<file path="src/rtl/eid_pkg.sv">
package eid_pkg;
  typedef enum logic {
    TRIG_LEVEL = 1'b0,
    TRIG_FALL  = 1'b1
  } trig_mode_e;

  localparam logic PIN_IDLE = 1'b1;
endpackage

</file>
<file path="src/rtl/eid_sync.sv">
module eid_sync #(
  parameter int   STAGES  = 2,
  parameter logic RST_VAL = 1'b1
) (
  input  logic clk,
  input  logic rst_n,
  input  logic d_i,
  output logic q_o
);
  logic [STAGES-1:0] chain_q;
  logic [STAGES-1:0] chain_d;

  for (genvar i = 0; i < STAGES; i++) begin : g_stage
    if (i == 0) begin : g_first
      assign chain_d[i] = d_i;
    end else begin : g_next
      assign chain_d[i] = chain_q[i-1];
    end
  end

  always_ff @(posedge clk or negedge rst_n) begin
    if (!rst_n) chain_q <= {STAGES{RST_VAL}};
    else        chain_q <= chain_d;
  end

  assign q_o = chain_q[STAGES-1];
endmodule

</file>
<file path="src/rtl/eid_sampler.sv">
module eid_sampler
  import eid_pkg::*;
(
  input  logic clk,
  input  logic rst_n,
  input  logic tick_i,
  input  logic lvl_i,
  output logic smp_o,
  output logic fall_o
);
  logic smp_q, smp_d;
  logic primed_q, primed_d;

  // next state: a sample is taken only on the tick; the first tick primes
  always_comb begin
    smp_d    = smp_q;
    primed_d = primed_q;
    if (tick_i) begin
      smp_d    = lvl_i;
      primed_d = 1'b1;
    end
  end

  always_ff @(posedge clk or negedge rst_n) begin
    if (!rst_n) begin
      smp_q    <= PIN_IDLE;
      primed_q <= 1'b0;
    end else begin
      smp_q    <= smp_d;
      primed_q <= primed_d;
    end
  end

  // high sample followed by low sample, only once a baseline exists
  assign fall_o = tick_i & primed_q & smp_q & ~lvl_i;
  assign smp_o  = smp_q;
endmodule

</file>
<file path="src/rtl/eid_req.sv">
module eid_req
  import eid_pkg::*;
(
  input  logic       clk,
  input  logic       rst_n,
  input  trig_mode_e mode_i,
  input  logic       fall_i,
  input  logic       smp_i,
  input  logic       ack_i,
  input  logic       clr_i,
  output logic       req_o
);
  logic flag_q, flag_d;

  always_comb begin
    flag_d = flag_q;
    if (mode_i != TRIG_FALL)   flag_d = 1'b0;
    else if (fall_i)           flag_d = 1'b1;
    else if (ack_i || clr_i)   flag_d = 1'b0;
  end

  always_ff @(posedge clk or negedge rst_n) begin
    if (!rst_n) flag_q <= 1'b0;
    else        flag_q <= flag_d;
  end

  assign req_o = (mode_i == TRIG_FALL) ? flag_q : ~smp_i;
endmodule

</file>
<file path="src/rtl/eid_wake.sv">
module eid_wake (
  input  logic clk,
  input  logic rst_n,
  input  logic lp_i,
  input  logic en_i,
  input  logic req_i,
  input  logic lvl_i,
  output logic wake_o
);
  logic wake_q, wake_d;

  always_comb begin
    wake_d = lp_i & en_i & (req_i | ~lvl_i);
  end

  always_ff @(posedge clk or negedge rst_n) begin
    if (!rst_n) wake_q <= 1'b0;
    else        wake_q <= wake_d;
  end

  assign wake_o = wake_q;
endmodule

</file>
<file path="src/rtl/ext_irq_detect.sv">
module ext_irq_detect
  import eid_pkg::*;
#(
  parameter int SYNC_STAGES = 2,
  parameter int RST_STAGES  = 2
) (
  input  logic clk,
  input  logic rst_n,
  input  logic pin_i,
  input  logic edge_mode_i,
  input  logic irq_en_i,
  input  logic sample_tick_i,
  input  logic vec_ack_i,
  input  logic flag_clr_i,
  input  logic low_power_i,
  output logic irq_req_o,
  output logic wake_o
);
  logic       rst_int_n;
  logic       pin_sync;
  logic       smp;
  logic       fall;
  logic       req;
  trig_mode_e mode;

  assign mode = trig_mode_e'(edge_mode_i);

  eid_sync #(.STAGES(RST_STAGES), .RST_VAL(1'b0)) u_rst_sync (
    .clk(clk), .rst_n(rst_n), .d_i(1'b1), .q_o(rst_int_n)
  );

  eid_sync #(.STAGES(SYNC_STAGES), .RST_VAL(PIN_IDLE)) u_pin_sync (
    .clk(clk), .rst_n(rst_int_n), .d_i(pin_i), .q_o(pin_sync)
  );

  eid_sampler u_sampler (
    .clk(clk), .rst_n(rst_int_n), .tick_i(sample_tick_i),
    .lvl_i(pin_sync), .smp_o(smp), .fall_o(fall)
  );

  eid_req u_req (
    .clk(clk), .rst_n(rst_int_n), .mode_i(mode), .fall_i(fall),
    .smp_i(smp), .ack_i(vec_ack_i), .clr_i(flag_clr_i), .req_o(req)
  );

  eid_wake u_wake (
    .clk(clk), .rst_n(rst_int_n), .lp_i(low_power_i), .en_i(irq_en_i),
    .req_i(req), .lvl_i(pin_sync), .wake_o(wake_o)
  );

  assign irq_req_o = req;
endmodule

</file>
<file path="config.mk">
export PLATFORM = sky130hd
export DESIGN_NAME = ext_irq_detect
export DESIGN_NICKNAME = d
export VERILOG_FILES = /design/src/rtl/eid_pkg.sv /design/src/rtl/eid_sync.sv /design/src/rtl/eid_sampler.sv /design/src/rtl/eid_req.sv /design/src/rtl/eid_wake.sv /design/src/rtl/ext_irq_detect.sv
export SDC_FILE = /design/constraint.sdc
export NUM_CORES = 1
export LEC_CHECK = 0
export BUFFER_PORTS_ARGS = -buffer_cell sky130_fd_sc_hd__buf_2
export CELL_PAD_IN_SITES_DETAIL_PLACEMENT = 1
export CELL_PAD_IN_SITES_GLOBAL_PLACEMENT = 1
export CORE_AREA = 10 10 47 49
export DETAILED_ROUTE_END_ITERATION = 7
export DIE_AREA = 0 0 57 59
export PLACE_DENSITY_LB_ADDON = 0.1
export RECOVER_POWER = 100
export SYNTH_ARGS = -nofsm -noshare
export SYNTH_HDL_FRONTEND = slang
export SYNTH_SLANG_ARGS = --single-unit
</file>
<file path="constraint.sdc">
create_clock -name clk -period 1.2 [get_ports clk]
set_input_delay 0.06 -clock clk [delete_from_list [all_inputs] [get_ports clk]]
set_output_delay 0.06 -clock clk [all_outputs]
set_load 0.005 [all_outputs]
</file>
; Word level (Yosys, flattened, before mapping)
; Index checks and enable logic that the tools add are counted.
[classes]
eq_ne = 1
muxes = 4
bitwise_logic = 8
n_reduce_logical = 1
[ops]
columns = operator, n
row1 = $and 1x1->1, 5
row2 = $mux 1, 4
row3 = $ne 3x1->1 const B, 1
row4 = $not 1->1, 2
row5 = $logic_or 1x1->1, 1
row6 = $or 1x1->1, 1
[totals]
regBits = 8
in_bits = 9
out_inout_bits = 2
wordCells = 20

; Longest topological paths before layout
; Gate-level depths: netlist (run 1).
[depth]
ltp_word = 5
depth_mapped = 3
mapped_depth_nobuf = 3

; By module
; From an unflattened synthesis (run 1), not the netlist that was laid out.
[unflattened]
hier_cells = 19
area_unflattened_um2 = 281.5
[by_module_without_submodules]
columns = module, n_inst, cells_each, area_each_um2, seq_area_each_um2
row1 = eid_sampler, 1, 5, 83.8, 51.3
row2 = eid_sync at u_pin_sync, 1, 2, 52.6, 52.6
row3 = eid_req, 1, 5, 50.0, 25.0
row4 = eid_sync at u_rst_sync, 1, 2, 50.0, 50.0
row5 = eid_wake, 1, 4, 41.3, 25.0
row6 = ext_irq_detect, 1, 1, 3.8, 0.0

; Worst setup path after synthesis (run 1)
; OpenSTA, ideal clock, no wires.
[synth_path]
path_kind = reg2reg
startpoint = register u_sampler.smp_q (netlist: u_sampler.smp_o)
endpoint = register u_wake.wake_q (netlist: u_wake.wake_o)
setup_ps = 120
arrival_ps = 800
required_time_ps = 1080
slack_ps = 280
path_stages_with_launch = 3
path_buffers = 0
synth_period_minus_slack_ps = 920
cell_sequence = dfstp_2 > mux2i_1 > o211a_1
[synth_between]
elab_chain_len = 4
[synth_rtl]
columns = item, line_no
row1 = start: declaration, eid_sampler.sv:11  ; logic smp_q, smp_d;
row2 = start signal: assignment, eid_sampler.sv:29  ; smp_q <= smp_d;
row3 = $not 1->1, eid_req.sv:27  ; assign req_o = (mode_i == TRIG_FALL) ? flag_q : ~smp_i;
row4 = $mux 1, eid_req.sv:27
row5 = net irq_req_o, ext_irq_detect.sv:16  ; output logic irq_req_o,
row6 = $or 1x1->1, eid_wake.sv:13  ; wake_d = lp_i & en_i & (req_i | ~lvl_i);
row7 = $and 1x1->1, eid_wake.sv:13
row8 = net u_wake.wake_d, eid_wake.sv:10  ; logic wake_q, wake_d;
row9 = end signal: assignment, eid_wake.sv:18  ; else wake_q <= wake_d;
row10 = end: declaration, eid_wake.sv:10
; The timed path passes the listed nets, and every way through them passes these cells.
; A chain may end at the register's enable or synchronous reset.

; Final worst setup path (run 1)
[layout_path]
startpoint = register u_sampler.smp_q (netlist: u_sampler.smp_o)
endpoint = output port irq_req_o
[layout_between]
elab_chain_len = 2
[layout_rtl]
columns = item, line_no
row1 = $not 1->1, eid_req.sv:27
row2 = $mux 1, eid_req.sv:27
row3 = end: declaration, ext_irq_detect.sv:16
; Every way passes these cells.

==> summary.txt, run 1 <==
Antenna diodes: 0
CTS sink count: 8
Max incr delay on CP: 0.54 ns
VDD IR max: 0.469 mV
Crit path max-delay family: flip-flops
Layout cells sized above 1: 41.2%
Final Critical Period: 1.05 ns
Cell leakage power: 0.180 nW
Max Cap Viol: 0
Number of cell rows: 14
Crit Path Class: flop to primary output
Largest net degree at the start of global routing: 7
Critical-path cell list: mux2i_1 > clkbuf_1
Setup crit end kind: primary output
Largest family of logic cells by synthesized area: multiplexers
Final hold vios: 0
Sw power: 0.000108 W
Worst min-delay path category: input pin to flop
Seq/Total Area, Yosys: 74.8%
Net Sw Frac: 19.9%
Seq cells post-synth: 8
Die Wd: 57 um
Die Area: 3360 um^2
Fin crit share: 87.8%
Sequential standard cell area: 204 um^2
H-tree depth: 1
Placed instance count: 44
Fin nets: 44
Vias per cell: 3.72
Starting density of the core: 19.5%
Synth Area in Simple Gates: 6.88%
Final Non-Filler Cells: 50
First-pass GRT wire length: 924 um
Congestion Overflow GR: 0
P per Cell Area: 1410 nW/um^2
Post-Synthesis Cells: 18
WL final: 559 um
Synth Warn #: 0
Total Power: 0.000545 W
PortBufs: 10
CTS tree: built
RePlAce Congestion: 0.687
Hold buffer count at cts: 2
Synthesized area: 273 um^2
Worst skew pair latency: 0.25 ns
Initial antenna violation count: 0
Slew Limit Fails: 0
Peak fanout along the critical path: 3
Worst Clk Skew: 0.00495 ns
Vias: 186
CTS resizes: 0
CP Launch Type: flop
Fill cells: 166
Remaining DRCs: 0
CP required: 1.14 ns
DP HPWL: 491 um
Post-CTS Setup Repair Bufs: 0
Area delta synth->final: 41.3%
RSZ-0062 raised after global routing: false
Synth area leader: dfrtp_1
Slowest CP cell: dfstp_1
CTS buffer count: 3
Clock transition at path regs: 0.06 ns
# IOs: 11
Outcome: completed
Area of the multi-input gates: 61.3 um^2
Post-Synth XOR/XNOR Area: 0%
Combinational Power Share: 6.9%
Number of buffer and inverter stages on the critical path: 1
Layout Utilization: 27.5%
Synth Area in Adders: 0%
DR iter-0 viols: 1
Post-synthesis cell type count: 11
Core box area: 1400 um^2
Pre-Repair DR Iteration Count: 2
Synth Area in Compound Gates: 6.42%
Total GRT Usage: 3.70%
Yosys top cell area share: 45.9%
Routed Antenna Nets: 0
Mean routed wirelength per cell: 11.2 um
Fraction of power consumed by the clock network: 38.9%
Synth area leaders: dfrtp_1, dfstp_2, mux2_2
Root Driver: clkbuf_4
CTS max path bufs: 2
CP arrival: 0.99 ns
Vias in the first global route: 206
Seq pwr share: 54.3%
Int Pwr: 0.000437 W
Fmax achieved: 949 MHz
Setup TNS: 0 ns
Die H: 59 um
Synth Area per Inst: 15.2 um^2
Post-synthesis net count: 27
Multiplexer share of the synthesized area: 7.80%
Final setup fails: 0
==> worst reg2reg max path: stages, from the launching register on <==
cell	delay, ns
dfrtp_1	0.33
inv_1	0.05
or3_1	0.36
a21boi_0	0.20
==> registers in the layout, indices dropped and copies added (netlist names) <==
register            cells
u_wake.wake_o           1
u_pin_sync.chain_q      2
u_sampler.smp_o         1
u_req.flag_q            1
u_rst_sync.chain_q      2
u_sampler.primed_q      1
==> power by group through the flow <==
stage | clock network [W] | registers [W] | logic, W
after floorplan | 0 | 0.000300 | 0.0000130
after global placement | 0 | 0.000302 | 0.0000344
after detailed placement | 0 | 0.000302 | 0.0000357
after CTS | 0.000223 | 0.000298 | 0.0000410
after global routing | 0.000240 | 0.000298 | 0.0000436
final | 0.000212 | 0.000296 | 0.0000375
==> placed cells by master, fill, tap and decap left out, types with 2 or more instances in the layout <==
cell type / n
buf_2: 7
dfrtp_1: 5
dfstp_2: 2
dlygate4sd3_1: 2
inv_1: 2
clkbuf_1: 4
clkbuf_4: 3
==> cells by family after synthesis <==
group / count (synthesis)
flip-flops: 8
other: 1
AND/OR/NAND/NOR: 3
AO/OA/AOI/OAI: 2
multiplexers: 2
buffers and inverters: 2
==> synth_stat cells <==
master / number
dfrtp_1: 5
dfstp_2: 3
inv_1: 2
a21boi_1: 1
conb_1: 1
mux2_2: 1
mux2i_1: 1
nand4_1: 1
o211a_1: 1
or2_2: 1
or3_1: 1
==> path summary, 6_finish.rpt <==
kind | endpoint | depth (start not counted) | start | slack (ns)
min in group asynchronous | u_wake.wake_o | 0 | u_rst_sync.chain_q[1] | 0.09
min | u_wake.wake_o | 2 | low_power_i | 0.04
max | irq_req_o | 2 | u_sampler.smp_o | 0.15
max in group asynchronous | u_pin_sync.chain_q[0] | 0 | u_rst_sync.chain_q[1] | 0.85
min reg2reg | u_wake.wake_o | 0 | u_rst_sync.chain_q[1] | 0.09
max reg2reg | u_req.flag_q | 3 | u_req.flag_q | 0.19
==> per-stage QoR <==
step	cell area (um^2)	setup slack (ns)	hold WS, ns
floorplan	273	0.280	-0.236
global placement	343	0.281	-0.155
detailed placement	343	0.201	-0.150
CTS	389	0.127	0.0366
global route	385	0.0581	0.0337
finish	385	0.146	0.0411
==> layer usage <==
metal | part of all wire, % | GRT usage (%) | up-vias
li1 | - | - | 92
met1 | 52 | 3.86 | 85
met2 | 40 | 5.12 | 9
met3 | 8.2 | 2.36 | 0
met4 | 0 | 3.02 | 0
met5 | 0 | 0 | -
==> final cells by class <==
cell class / count / area share (%)
multi-input combinational: 8 / 15.9
tap: 16 / 5.19
clock buffer: 4 / 6.82
timing repair buffer: 12 / 17.2
inverter: 2 / 1.95
sequential: 8 / 52.9
(Power assumes the default switching activity.)
==> run 2: changes to the inputs <==
ABC_AREA = 1   (was default)
==> summary.txt, run 2 <==
Vias: 229
DP HPWL: 517 um
RSZ-0062 raised after global routing: false
Die Area: 3360 um^2
Core box area: 1400 um^2
Root Driver: clkbuf_4
Number of buffer and inverter stages on the critical path: 2
Total Power: 0.000560 W
Final setup fails: 0
CP required: 1.14 ns
Seq cells post-synth: 8
Hold path startpoint: sample_tick_i
Fraction of power consumed by the clock network: 38.9%
CP arrival: 1.06 ns
Int Pwr: 0.000439 W
PortBufs: 10
Vias in the first global route: 268
CTS resizes: 0
Post-synth top cells: inv_1, nand2_1, dfrtp_1, dfstp_2, nand3_1
Area delta synth->final: 37.9%
RePlAce Congestion: 0.584
Slowest CP cell: dfstp_2
Sw power: 0.000121 W
Worst Clk Skew: 0.00200 ns
Vias per cell: 3.69
CTS tree: built
Synth area leader: dfrtp_1
Commonest non-fill, non-tap cell in the layout: buf_2
Peak fanout along the critical path: 2
Fin nets: 56
Post-CTS Setup Repair Bufs: 0
Final Critical Period: 1.12 ns
CTS sink count: 8
Max Cap Viol: 0
CTS buffer count: 3
Critical-path cell list: inv_1 > nand2_1 > nand2_1 > buf_2
Post-synthesis cell type count: 11
Synth area leaders: dfrtp_1, dfstp_2, inv_1
Crit path max-delay family: flip-flops
Fin crit share: 93.2%
Synth Area per Inst: 10.0 um^2
H-tree depth: 1
Post-Synthesis Cells: 30
Worst min-delay path category: input pin to flop
Largest net degree at the start of global routing: 7
Most used cells in the layout excluding fill and tap cells: buf_2, inv_1, nand2_1
Synth Warn #: 0
Slew Limit Fails: 0
Post-synth top flop: dfrtp_1
Worst skew pair latency: 0.25 ns
Net Sw Frac: 21.6%
CP Launch Type: flop
Number of cell rows: 14
Antenna diodes: 0
Initial antenna violation count: 0
Seq pwr share: 52.9%
DR iter-0 viols: 1
Mean routed wirelength per cell: 9.82 um
Routed Antenna Nets: 0
Die Wd: 57 um
Setup crit end kind: primary output
Cell leakage power: 0.227 nW
Max incr delay on CP: 0.52 ns
Crit Path Class: flop to primary output
Ys async rst share: 100%
Outcome: completed
Hold buffer count at cts: 2
Registers with the most flip-flops: u_pin_sync.chain_q x2, u_rst_sync.chain_q x2
Post-synthesis net count: 39
Yosys top cell area share: 41.7%
VDD IR max: 0.403 mV
P per Cell Area: 1350 nW/um^2
Die H: 59 um
Synthesized area: 300 um^2
Setup TNS: 0 ns
Seq/Total Area, Yosys: 67.9%
# IOs: 11
Fmax achieved: 894 MHz
WL final: 609 um
CTS max path bufs: 2
Number of synthesized flops with an enable pin: 0
Clock transition at path regs: 0.06 ns
FF-to-FF Start: u_sampler.smp_o
CP startpoint: u_sampler.smp_o
Layout cells sized above 1: 39.1%
Most frequent CP cell: nand2_1
Pre-Repair DR Iteration Count: 2
Remaining DRCs: 0
Total GRT Usage: 4.34%
Final hold vios: 0
First-pass GRT wire length: 1060 um
Congestion Overflow GR: 0
Starting density of the core: 21.4%
Combinational Power Share: 8.2%
==> run 2: changes by cell type in the layout (fill, tap and decap cells not counted), sizes merged <==
cell / change
nand2: +7
inv: +6
a21oi: +2
nand3: +2
a21boi: -1
buf: +1
clkbuf: -1
mux2: -1
mux2i: -1
nand4: -1
nor2: +1
o211a: -1
or3: -1
==> run 2: per-layer routing <==
layer | track usage [%] | share of wire, % | wire [um] | vias up
met5 | 0 | 0 | 0 | -
met1 | 3.24 | 33 | 199 | 107
met3 | 2.79 | 5.1 | 31 | 0
met4 | 5.03 | 0 | 0 | 0
met2 | 6.98 | 62 | 378 | 4
li1 | - | - | - | 118
==> run 2: through the flow <==
| stage | cells | instance area [um^2] | utilization (%) | worst slack (ns) | hold WS, ns |
|---|---|---|---|---|---|
| finish | 62 | 414 | 29.6 | 0.0810 | 0.0293 |
| floorplan | 30 | 300 | - | 0.340 | -0.236 |
| global placement | 56 | 370 | 26.4 | 0.288 | -0.155 |
| global route | 62 | 414 | 29.6 | 0.000483 | 0.0161 |
| CTS | 62 | 417 | 29.7 | 0.0540 | 0.0162 |
| detailed placement | 56 | 370 | 26.4 | 0.287 | -0.153 |
==> run 2: cell families after synthesis <==
| group | count (synthesis) | synth area share (%) |
|---|---|---|
| other | 1 | 1.25 |
| DFF | 8 | 67.9 |
| and+or+nand+nor | 11 | 16.3 |
| AOI/OAI and AO/OA | 2 | 4.58 |
| buffers and inverters | 8 | 10.0 |
==> run 2: path summary, 6_finish.rpt <==
check                                     end  slack, ns  cells past startpoint
max                                 irq_req_o       0.08                      4
min                        u_sampler.primed_q       0.03                      2
max reg2reg                     u_wake.wake_o       0.29                      5
min reg2reg                u_sampler.primed_q       0.09                      0
max in group asynchronous     u_sampler.smp_o       0.85                      0
min in group asynchronous  u_sampler.primed_q       0.09                      0
==> run 2: final cells by class <==
cell class,count,area [um^2]
Tap cell,16,20.0
Sequential cell,8,204
Timing Repair Buffer,12,67.6
Fill cell,180,987
Inverter,8,30.0
Clock buffer,4,26.3
Multi-Input combinational cell,14,66.3
==> run 2: worst register-to-register path, cell delays in order (launching register included) <==
cell and delay (ns):
dfstp_2 0.52, inv_1 0.05, nand2_1 0.07, nand3_1 0.07
nand2_1 0.06, inv_1 0.03
==> run 2: power by group through the flow <==
stage / combinational, W / sequential, W / clock, W
floorplan: 0.0000201 / 0.000299 / 0
finish: 0.0000458 / 0.000296 / 0.000218
CTS: 0.0000483 / 0.000296 / 0.000238
global route: 0.0000533 / 0.000298 / 0.000261
detailed placement: 0.0000430 / 0.000301 / 0
global placement: 0.0000416 / 0.000301 / 0
